[src/rtl/ctrl_reg_pkg.sv]
package ctrl_reg_pkg;

  localparam logic [7:0] BYTE_ARM_WEL  = 8'h02;
  localparam logic [7:0] BYTE_ARM_RWEL = 8'h06;
  localparam logic [7:0] BYTE_DISARM   = 8'h00;

  localparam logic [1:0] WD_FACTORY = 2'b11;
  localparam logic [2:0] BP_FACTORY = 3'b000;

  typedef enum logic [2:0] {
    OP_NONE,
    OP_SET_WEL,
    OP_SET_RWEL,
    OP_CLR_WEL,
    OP_COMMIT,
    OP_HOLD
  } regOp_e;

  typedef struct packed {
    logic       commit;
    logic       clrRwel;
    logic [1:0] wdNew;
    logic [2:0] bpNew;
  } seqStrobe_t;

endpackage

[src/rtl/ctrl_reg_ctl.sv]
module ctrl_reg_ctl
  import ctrl_reg_pkg::*;
#(
  parameter int BUSY_CYCLES = 2000000
) (
  input  logic       clk,
  input  logic       rstN,
  input  logic       wrEn,
  input  logic [7:0] wrData,
  input  logic       wpPin,
  input  logic       arrWrEn,
  input  logic       protectHit,
  output seqStrobe_t strb,
  output logic       welQ,
  output logic       rwelQ,
  output logic       nvBusy
);

  localparam int CNT_W = $clog2(BUSY_CYCLES + 1);
  localparam logic [CNT_W-1:0] CNT_LOAD = CNT_W'(BUSY_CYCLES);

  logic [CNT_W-1:0] busyCnt;
  logic             accept;
  regOp_e           op;

  assign nvBusy = (busyCnt != '0);
  assign accept = wrEn && !wpPin && !nvBusy;

  always_comb begin
    op = OP_NONE;
    if (accept) begin
      if (rwelQ && welQ && (wrData[2:1] == 2'b01)) begin
        op = OP_COMMIT;
      end else if (rwelQ && welQ && wrData[2]) begin
        op = OP_HOLD;
      end else begin
        unique case (wrData)
          BYTE_ARM_WEL:  op = OP_SET_WEL;
          BYTE_ARM_RWEL: op = welQ ? OP_SET_RWEL : OP_NONE;
          BYTE_DISARM:   op = OP_CLR_WEL;
          default:       op = OP_NONE;
        endcase
      end
    end
  end

  always_comb begin
    strb.commit  = (op == OP_COMMIT);
    strb.clrRwel = arrWrEn && protectHit;
    strb.wdNew   = wrData[6:5];
    strb.bpNew   = {wrData[0], wrData[4:3]};
  end

  always_ff @(posedge clk or negedge rstN) begin
    if (!rstN) begin
      welQ  <= 1'b0;
      rwelQ <= 1'b0;
    end else begin
      unique case (op)
        OP_SET_WEL:  welQ <= 1'b1;
        OP_SET_RWEL: welQ <= 1'b1;
        OP_CLR_WEL:  welQ <= 1'b0;
        default:     welQ <= welQ;
      endcase
      if (strb.clrRwel || strb.commit) begin
        rwelQ <= 1'b0;
      end else if (op == OP_SET_RWEL) begin
        rwelQ <= 1'b1;
      end
    end
  end

  always_ff @(posedge clk or negedge rstN) begin
    if (!rstN) begin
      busyCnt <= '0;
    end else if (strb.commit) begin
      busyCnt <= CNT_LOAD;
    end else if (busyCnt != '0) begin
      busyCnt <= busyCnt - 1'b1;
    end
  end

  AST_RWEL_NEEDS_WEL: assert property (@(posedge clk) disable iff (!rstN)
    $rose(rwelQ) |-> $past(welQ));
  AST_WP_FREEZES_WEL: assert property (@(posedge clk) disable iff (!rstN)
    (wrEn && wpPin) |=> $stable(welQ));
  AST_PROT_CLEARS_RWEL: assert property (@(posedge clk) disable iff (!rstN)
    (arrWrEn && protectHit) |=> !rwelQ);
  AST_BUSY_DROPS_WRITES: assert property (@(posedge clk) disable iff (!rstN)
    (nvBusy && !(arrWrEn && protectHit)) |=> ($stable(welQ) && $stable(rwelQ)));

endmodule

[src/rtl/ctrl_reg_dp.sv]
module ctrl_reg_dp
  import ctrl_reg_pkg::*;
#(
  parameter int ADDR_W     = 9,
  parameter int PAGE_BYTES = 16
) (
  input  logic              clk,
  input  logic              coldRstN,
  input  seqStrobe_t        strb,
  input  logic              welQ,
  input  logic              rwelQ,
  input  logic [ADDR_W-1:0] qAddr,
  output logic [7:0]        rdData,
  output logic [1:0]        wdBits,
  output logic              protectHit
);

  localparam int LW = ADDR_W + 1;
  localparam logic [LW-1:0] ARR_BYTES = LW'(1) << ADDR_W;
  localparam logic [LW-1:0] HALF_BASE = ARR_BYTES >> 1;
  localparam logic [LW-1:0] QTR_BASE  = HALF_BASE + (ARR_BYTES >> 2);

  logic [1:0]    wdQ;
  logic [2:0]    bpQ;
  logic [LW-1:0] addrExt;
  logic [LW-1:0] lowLimit [4];

  always_ff @(posedge clk or negedge coldRstN) begin
    if (!coldRstN) begin
      wdQ <= WD_FACTORY;
      bpQ <= BP_FACTORY;
    end else if (strb.commit) begin
      wdQ <= strb.wdNew;
      bpQ <= strb.bpNew;
    end
  end

  for (genvar g = 0; g < 4; g++) begin : g_lowLim
    assign lowLimit[g] = LW'(PAGE_BYTES) << g;
  end

  assign addrExt = {1'b0, qAddr};

  always_comb begin
    unique case (bpQ)
      3'b000:  protectHit = 1'b0;
      3'b001:  protectHit = (addrExt >= QTR_BASE);
      3'b010:  protectHit = (addrExt >= HALF_BASE);
      3'b011:  protectHit = 1'b1;
      default: protectHit = (addrExt < lowLimit[bpQ[1:0]]);
    endcase
  end

  assign rdData = {1'b0, wdQ, bpQ[1:0], rwelQ, welQ, bpQ[2]};
  assign wdBits = wdQ;

  AST_NV_ONLY_ON_COMMIT: assert property (@(posedge clk) disable iff (!coldRstN)
    !strb.commit |=> ($stable(wdQ) && $stable(bpQ)));
  AST_FULL_LOCK: assert property (@(posedge clk) disable iff (!coldRstN)
    (bpQ == 3'b011) |-> protectHit);
  AST_NO_LOCK: assert property (@(posedge clk) disable iff (!coldRstN)
    (bpQ == 3'b000) |-> !protectHit);

endmodule

[src/rtl/ctrl_reg_sequencer.sv]
module ctrl_reg_sequencer
  import ctrl_reg_pkg::*;
#(
  parameter int ADDR_W      = 9,
  parameter int PAGE_BYTES  = 16,
  parameter int BUSY_CYCLES = 2000000
) (
  input  logic              clk,
  input  logic              rstN,
  input  logic              coldRstN,
  input  logic              wrEn,
  input  logic [7:0]        wrData,
  input  logic              wpPin,
  input  logic              arrWrEn,
  input  logic [ADDR_W-1:0] qAddr,
  output logic [7:0]        rdData,
  output logic [1:0]        wdBits,
  output logic              welOut,
  output logic              protectHit,
  output logic              nvBusy
);

  seqStrobe_t strb;
  logic       welQ;
  logic       rwelQ;

  ctrl_reg_ctl #(.BUSY_CYCLES(BUSY_CYCLES)) i_ctl (
    .clk(clk), .rstN(rstN), .wrEn(wrEn), .wrData(wrData), .wpPin(wpPin),
    .arrWrEn(arrWrEn), .protectHit(protectHit), .strb(strb),
    .welQ(welQ), .rwelQ(rwelQ), .nvBusy(nvBusy)
  );

  ctrl_reg_dp #(.ADDR_W(ADDR_W), .PAGE_BYTES(PAGE_BYTES)) i_dp (
    .clk(clk), .coldRstN(coldRstN), .strb(strb), .welQ(welQ), .rwelQ(rwelQ),
    .qAddr(qAddr), .rdData(rdData), .wdBits(wdBits), .protectHit(protectHit)
  );

  assign welOut = welQ;

  AST_COMMIT_STARTS_BUSY: assert property (@(posedge clk) disable iff (!rstN || !coldRstN)
    strb.commit |=> (nvBusy && !rdData[2]));
  AST_WEL_ARM: assert property (@(posedge clk) disable iff (!rstN || !coldRstN)
    (wrEn && !wpPin && !nvBusy && wrData == 8'h02 && !(rdData[2] && welOut)) |=> welOut);

endmodule

[config.mk]
export PLATFORM = sky130hd
export DESIGN_NAME = ctrl_reg_sequencer
export DESIGN_NICKNAME = d
export VERILOG_FILES = /design/src/rtl/ctrl_reg_pkg.sv /design/src/rtl/ctrl_reg_ctl.sv /design/src/rtl/ctrl_reg_dp.sv /design/src/rtl/ctrl_reg_sequencer.sv
export SDC_FILE = /design/constraint.sdc
export NUM_CORES = 1
export LEC_CHECK = 0
export BUFFER_PORTS_ARGS = -buffer_cell sky130_fd_sc_hd__buf_4
export CORE_ASPECT_RATIO = 1.75
export CORE_MARGIN = 2
export CORE_UTILIZATION = 40
export CTS_CLUSTER_DIAMETER = 30
export DETAILED_ROUTE_END_ITERATION = 8
export GPL_ROUTABILITY_DRIVEN = 0
export PLACE_DENSITY = 0.62
export SETUP_SLACK_MARGIN = 0.5
export SYNTH_ARGS = -nofsm -noshare
export SYNTH_HDL_FRONTEND = slang
export SYNTH_SLANG_ARGS = --single-unit
[constraint.sdc]
create_clock -name clk -period 5.5 [get_ports clk]
set_clock_uncertainty 0.2 [all_clocks]
set_input_delay 0 -clock clk [delete_from_list [all_inputs] [get_ports clk]]
set_output_delay 0 -clock clk [all_outputs]
set_load 0.01 [all_outputs]
# ---- Yosys cells after proc, flatten, opt, wreduce, memory -nomap -nowiden
# Cells that the tools add are included.
dict set report totals {
  register_bits 28
  in_bits 23
  output_inout_bits 13
  word_cells 51
}
dict set report op_classes {
  add_sub_neg 1
  n_lt_le_gt_ge 4
  n_eq_ne 10
  n_mux 14
  n_bitwise 1
  reduce_logical 16
}
# op n
set op_table {}
lappend op_table {{21-bit 2-to-1 mux} 2}
lappend op_table {{21-bit nonzero test} 1}
lappend op_table {{21-bit by 1-bit subtractor with 21-bit output, second input constant} 1}
lappend op_table {{10-bit binary-select mux with 2-bit select} 1}
lappend op_table {{10-bit 2-to-1 mux} 2}
lappend op_table {{9-bit >= comparator, second input constant} 2}
lappend op_table {{3-bit by 2-bit equality test with 1-bit output, second input constant} 4}
lappend op_table {{9-bit by 10-bit < comparator with 1-bit output} 1}
lappend op_table {{3-bit 2-to-1 mux} 3}
lappend op_table {{3-bit one-hot mux with 3 select lines} 1}
lappend op_table {{8-bit by 2-bit equality test with 1-bit output, second input constant} 1}
lappend op_table {{8-bit by 3-bit equality test with 1-bit output, second input constant} 1}
lappend op_table {{8-bit zero test} 1}
lappend op_table {{3-bit by 1-bit equality test with 1-bit output, second input constant} 2}
lappend op_table {{1-bit logical AND} 6}
lappend op_table {{2-bit nonzero test} 3}
lappend op_table {{1-bit one-hot mux with 4 select lines} 1}
lappend op_table {{3-bit equality test, second input constant} 1}
lappend op_table {{3-bit >= comparator, second input constant} 1}
lappend op_table {{3-bit zero test} 1}
lappend op_table {{2-bit NOT with 3-bit output} 1}
lappend op_table {{2-bit by 1-bit equality test with 1-bit output, second input constant} 1}
lappend op_table {{1-bit zero test} 2}
lappend op_table {{1-bit 2-to-1 mux} 2}
lappend op_table {{4 further kinds} 4}

# ---- Logic depth before layout (Yosys ltp)
dict set report depth {
  ltp_word 9
  ltp_mapped 9
  depth_no_buf 8
}

# ---- By module
# Synthesis repeated with hierarchy kept, for this count alone.
dict set report unflattened {
  cells_unflattened 152
  area_unflattened_um2 1631.6
}
# module n_inst cells_per_inst area_each_um2 seq_area_each_um2
set modules_own_cells {}
lappend modules_own_cells {ctrl_reg_ctl 1 121 1287.5 575.6}
lappend modules_own_cells {ctrl_reg_dp 1 31 344.1 127.6}

# ---- Least setup slack after synthesis
# No wires, ideal clock.
dict set report synth_timing {
  path_type {register to register}
  startpoint {reg i_ctl.busyCnt[2]}
  endpoint {reg i_ctl.busyCnt[18]}
  setup_time_ps 125
  t_arrival_ps 2273
  required_time_ps 5175
  path_slack_ps 2902
  path_stages_with_launch 6
  n_path_buf 0
  period_less_slack_ps 2598
  cell_sequence {dfrtp_1 or4_4 or4_4 or2_4 or3_1 mux2_4}
}
dict set report synth_between {
  elab_chain_len 6
  elab_cells_between_ends 9
  classes_between {1 x add/sub; 1 x eq/ne; 3 x mux; 4 x reduce/logical}
}
# element line
set synth_rtl {}
lappend synth_rtl {{start, declared} ctrl_reg_ctl.sv:22} ;# logic [CNT_W-1:0] busyCnt;
lappend synth_rtl {{start signal, assigned} ctrl_reg_ctl.sv:79} ;# busyCnt <= busyCnt - 1'b1;
lappend synth_rtl {{branches (longest 6 deep; another with 21-bit by 1-bit subtractor with 21-bit output)} -}
# Parallel ways; which one is timed is not known. The select of a mux whose other input is x is not followed.
# A chain may end at the register's enable or synchronous reset.

# ---- Final worst setup path
dict set report layout_timing {
  startpoint {reg i_ctl.busyCnt[2]}
  endpoint {reg i_ctl.welQ}
}
dict set report layout_between {
  elab_chain_len 7
  elab_cells_between_ends 10
  classes_between {3 x eq/ne; 2 x mux; 5 x reduce/logical}
}
# element line
set layout_rtl {}
lappend layout_rtl {{21-bit nonzero test *} ctrl_reg_ctl.sv:26} ;# assign nvBusy = (busyCnt != '0);
lappend layout_rtl {{1-bit zero test *} ctrl_reg_ctl.sv:27} ;# assign accept = wrEn && !wpPin && !nvBusy;
lappend layout_rtl {{1-bit logical AND *} ctrl_reg_ctl.sv:27}
lappend layout_rtl {{3-bit 2-to-1 mux *} ctrl_reg_ctl.sv:31} ;# if (accept) begin
lappend layout_rtl {{3-bit by 1-bit equality test with 1-bit output / 3-bit by 2-bit equality test with 1-bit output (equally long branches)} ctrl_reg_ctl.sv:59} ;# unique case (op)
lappend layout_rtl {{2-bit OR reduction (no line)} -}
lappend layout_rtl {{1-bit one-hot mux with 2 select lines / 2-bit nonzero test (equally long branches)} -}
lappend layout_rtl {{end signal, assigned} ctrl_reg_ctl.sv:63} ;# default: welQ <= welQ;
lappend layout_rtl {{end, declared} ctrl_reg_ctl.sv:14} ;# output logic welQ,
# Mark *: on every way between the ends. The rest lies on a longest branch, timed or not.

==> metrics.md <==
| Metric | Value |
|---|---|
| Synth area leader | `dfrtp_1` |
| Die area | `4310 µm²` |
| CTS tree | `yes` |
| CP Capture Type | `flip-flop` |
| Sequential share of the synthesized area | `0.465` |
| R2R depth | `7` |
| Core area | `3630 µm²` |
| Die W | `50.5 µm` |
| Synth Cell Area | `1510 µm²` |
| Vias in the first global route | `1,281` |
| Most used cell, CP | `or4_4` |
| GR Util All Layers | `0.172` |
| Type of the tightest min-delay check | `input pin to flip-flop` |
| Drt wl/cell | `14.5 µm` |
| DRC Markers | `0` |
| Critical Path Sink | `i_ctl.welQ` |
| Mean Syn Cell Area | `10.4 µm²` |
| Worst-Skew Late Latency | `0.28 ns` |
| Die H | `85.3 µm` |
| Worst Path Max Fanout | `13` |
| Seq. cell area | `703 µm²` |
| Min Tclk post-route | `4.06 ns` |
| Bufs and invs on worst path | `2` |
| Yosys cell types | `37` |
| Vias per cell | `5.39` |
| Global-route wire length before repair | `5.82 mm` |
| RSZ-0062 raised after global routing | `false` |
| Clock sink count | `28` |
| Max Fclk | `247 MHz` |
| Post-synthesis async set-or-reset flop share | `1.00` |
| Rows | `29` |
| Register bit count reported by yosys | `28` |
| Crit start category | `flip-flop` |
| Leak | `0.855 nW` |
| Clock slew at reported path FFs | `0.10 ns` |
| Final Max Slew Viols | `0` |
| 1st-iter DRT viols | `20` |
| Cts bufs inserted | `3` |
| FILL cells | `340` |
| Pre-antenna DRT Iters | `4` |
| Post-CTS sizing | `0` |
| Max clock buf depth | `2` |
| Via count | `1,257` |
| Worst EP required | `5.46 ns` |
| CP startpoint | `i_ctl.busyCnt[2]` |
| Share of the synthesized area in the top cell type | `0.430` |
| Number of antenna violations at the first check in global routing | `0` |
| Arr. time, crit path | `4.02 ns` |
| Post-Syn Instances | `146` |
| Area grow syn2layout | `29.6%` |
| Layout cell share with drive strength beyond 1 | `0.289` |
| Slowest stage cell, crit path | `nor3_2` |
| Synth top area cells | `dfrtp_1, mux2_2, nor4_1` |
| Dpl hpwl | `2.50 mm` |
| Actual slew at the worst max-slew pin | `1.04 ns` |
| Number of top-level pins | `36` |
| CP Cell Sequence | `or4_4, or4_4, nor3_2, inv_1, nor3_1, mux2_2, dlygate4sd3_1` |
| Final #Nets | `215` |
| Buffers on Ports | `30` |
| Post-route clock period utilization | `0.737` |
| Number of flops mapped to enable cells by yosys | `0` |
| Top delay family on crit path | `simple AND/OR/NAND/NOR gates` |
| R2R Setup Slk | `1.44 ns` |
| Reg2reg start | `i_ctl.busyCnt[2]` |
| Final setup TNS | `0 ns` |
| Status | `complete, no violations` |
| Maxcap violations | `0` |
| Total Wirelength | `3.37 mm` |
| Final antenna-violating net count | `0` |
| Synth Net Count | `173` |
| YS warnings | `0` |
| Relative slew slack | `0.303` |
| Worst hold margin | `0.0896 ns` |
| Final hold violations | `0` |
| N_diodes | `0` |
| PD cells | `201 nW/µm²` |
| H-Tree Depth | `1` |
| CTS root buf | `clkbuf_8` |
| Worst path max stage delay | `0.65 ns` |
| Starting Density | `0.417` |
| Multi-input gate area | `742 µm²` |
| Largest net degree at the start of global routing | `24` |
| Layout Utilization | `0.540` |
| # setup viols final | `0` |
| Main synth FF type | `dfrtp_1` |
| R2R Path End | `i_ctl.welQ` |
| Critical path depth in cells | `7` |
| Worst VDD drop | `0.000225 V` |
| Crit Path Class | `flip-flop to flip-flop` |
| Total grt overflow | `0` |
[worst min path at each step]
stage,start,to,slack [ns],depth (start not counted)
after floorplan,rstN,i_ctl.busyCnt[0],-0.50,0
after global placement,coldRstN,i_dp.bpQ[1],-0.40,1
after detailed placement,coldRstN,i_dp.bpQ[0],-0.39,1
after CTS,wpPin,i_ctl.busyCnt[20],0.09,4
after global routing,wpPin,i_ctl.busyCnt[20],0.13,4
final,wpPin,i_ctl.busyCnt[20],0.09,4
[synth_stat cells, types with 2 or more instances]
cell	instances
a21oi_1	7
buf_2	2
buf_4	5
dfrtp_1	26
dfstp_2	2
ha_1	4
inv_1	5
mux2_2	8
nand2_1	7
nand2b_1	2
nand3_1	4
nor2_1	6
nor2b_1	2
nor3_1	7
nor4_1	9
o21ai_0	7
o31ai_1	2
o41ai_1	3
or2_2	3
or3_1	6
or4_1	3
or4_4	2
xnor2_1	5
xor2_1	6
[per-layer routing]
metal | global-route usage | share of wire
met1 | 0.214 | 0.39
met2 | 0.316 | 0.57
met3 | 0.0176 | 0.029
met4 | 0.0369 | 0.0098
met5 | 0 | 0
[through the flow]
step	setup slack [ns]	area (µm²)	cells	total power, mW
floorplan	2.90	1510	146	0.213
global placement	2.01	1750	215	0.228
detailed placement	1.97	1750	215	0.229
CTS	1.42	1960	233	0.400
global route	1.17	1960	233	0.410
finish	1.44	1960	233	0.394
[final cells by class]
type,instances,area share
clock inverters,1,0.0153
inverters,5,0.00958
flip-flops and latches,28,0.359
repair buffers,44,0.187
clock buffers,3,0.0211
well taps,46,0.0294
multi-input cells,106,0.379
[cell usage in the layout, fill, tap and decap left out, drive strengths merged, types with 3 or more instances in the layout]
cell type,netlist,layout
nor4,9,9
or3,6,6
nand3,4,4
inv,5,5
dfrtp,26,26
or2,4,4
dlygate4sd3,0,14
nor2,7,7
mux2,9,9
nor3,8,8
o41ai,3,3
o21ai,7,7
a21oi,7,7
or4,5,5
buf,7,30
clkbuf,0,3
ha,4,4
xnor2,5,5
nand2,7,7
xor2,6,6
[cells by family (layout without fill, tap and decap cells)]
| group | after synthesis | in the layout | share of synthesized area |
|---|---|---|---|
| simple gates | 57 | 57 | 0.222 |
| mux | 9 | 9 | 0.0695 |
| other cells | 1 | 1 | 0.00248 |
| xor+xnor | 11 | 11 | 0.0637 |
| buf+inv | 12 | 53 | 0.0439 |
| fa+ha+maj | 4 | 4 | 0.0331 |
| flops | 28 | 28 | 0.465 |
| compound gates | 24 | 24 | 0.100 |
[flip-flops by register name, summed over array words and instances, names as in the netlist]
signal and count:
i_dp.wdBits 2, i_dp.bpQ 3, i_ctl.rwelQ 1, i_ctl.welQ 1, i_ctl.busyCnt 21
[power breakdown]
part           total [mW]  switching [mW]  internal [mW]
Clock               0.163          0.0653         0.0975
Combinational      0.0251          0.0100         0.0151
Sequential          0.206      0.00000965          0.206
Total               0.394          0.0753          0.318
[tightest hold or removal path: cells and delay by family]
family          cells  cell delay [ns]
compound gates      1             0.11
buf+inv             1             0.08
simple gates        2             0.35
[timing repair]
action	CTS	global route
hold buffers	14	0
hold endpoints to repair	35	0
buffers inserted	0	0
setup endpoints to repair	0	0
Power figures use the tool's default switching activity.
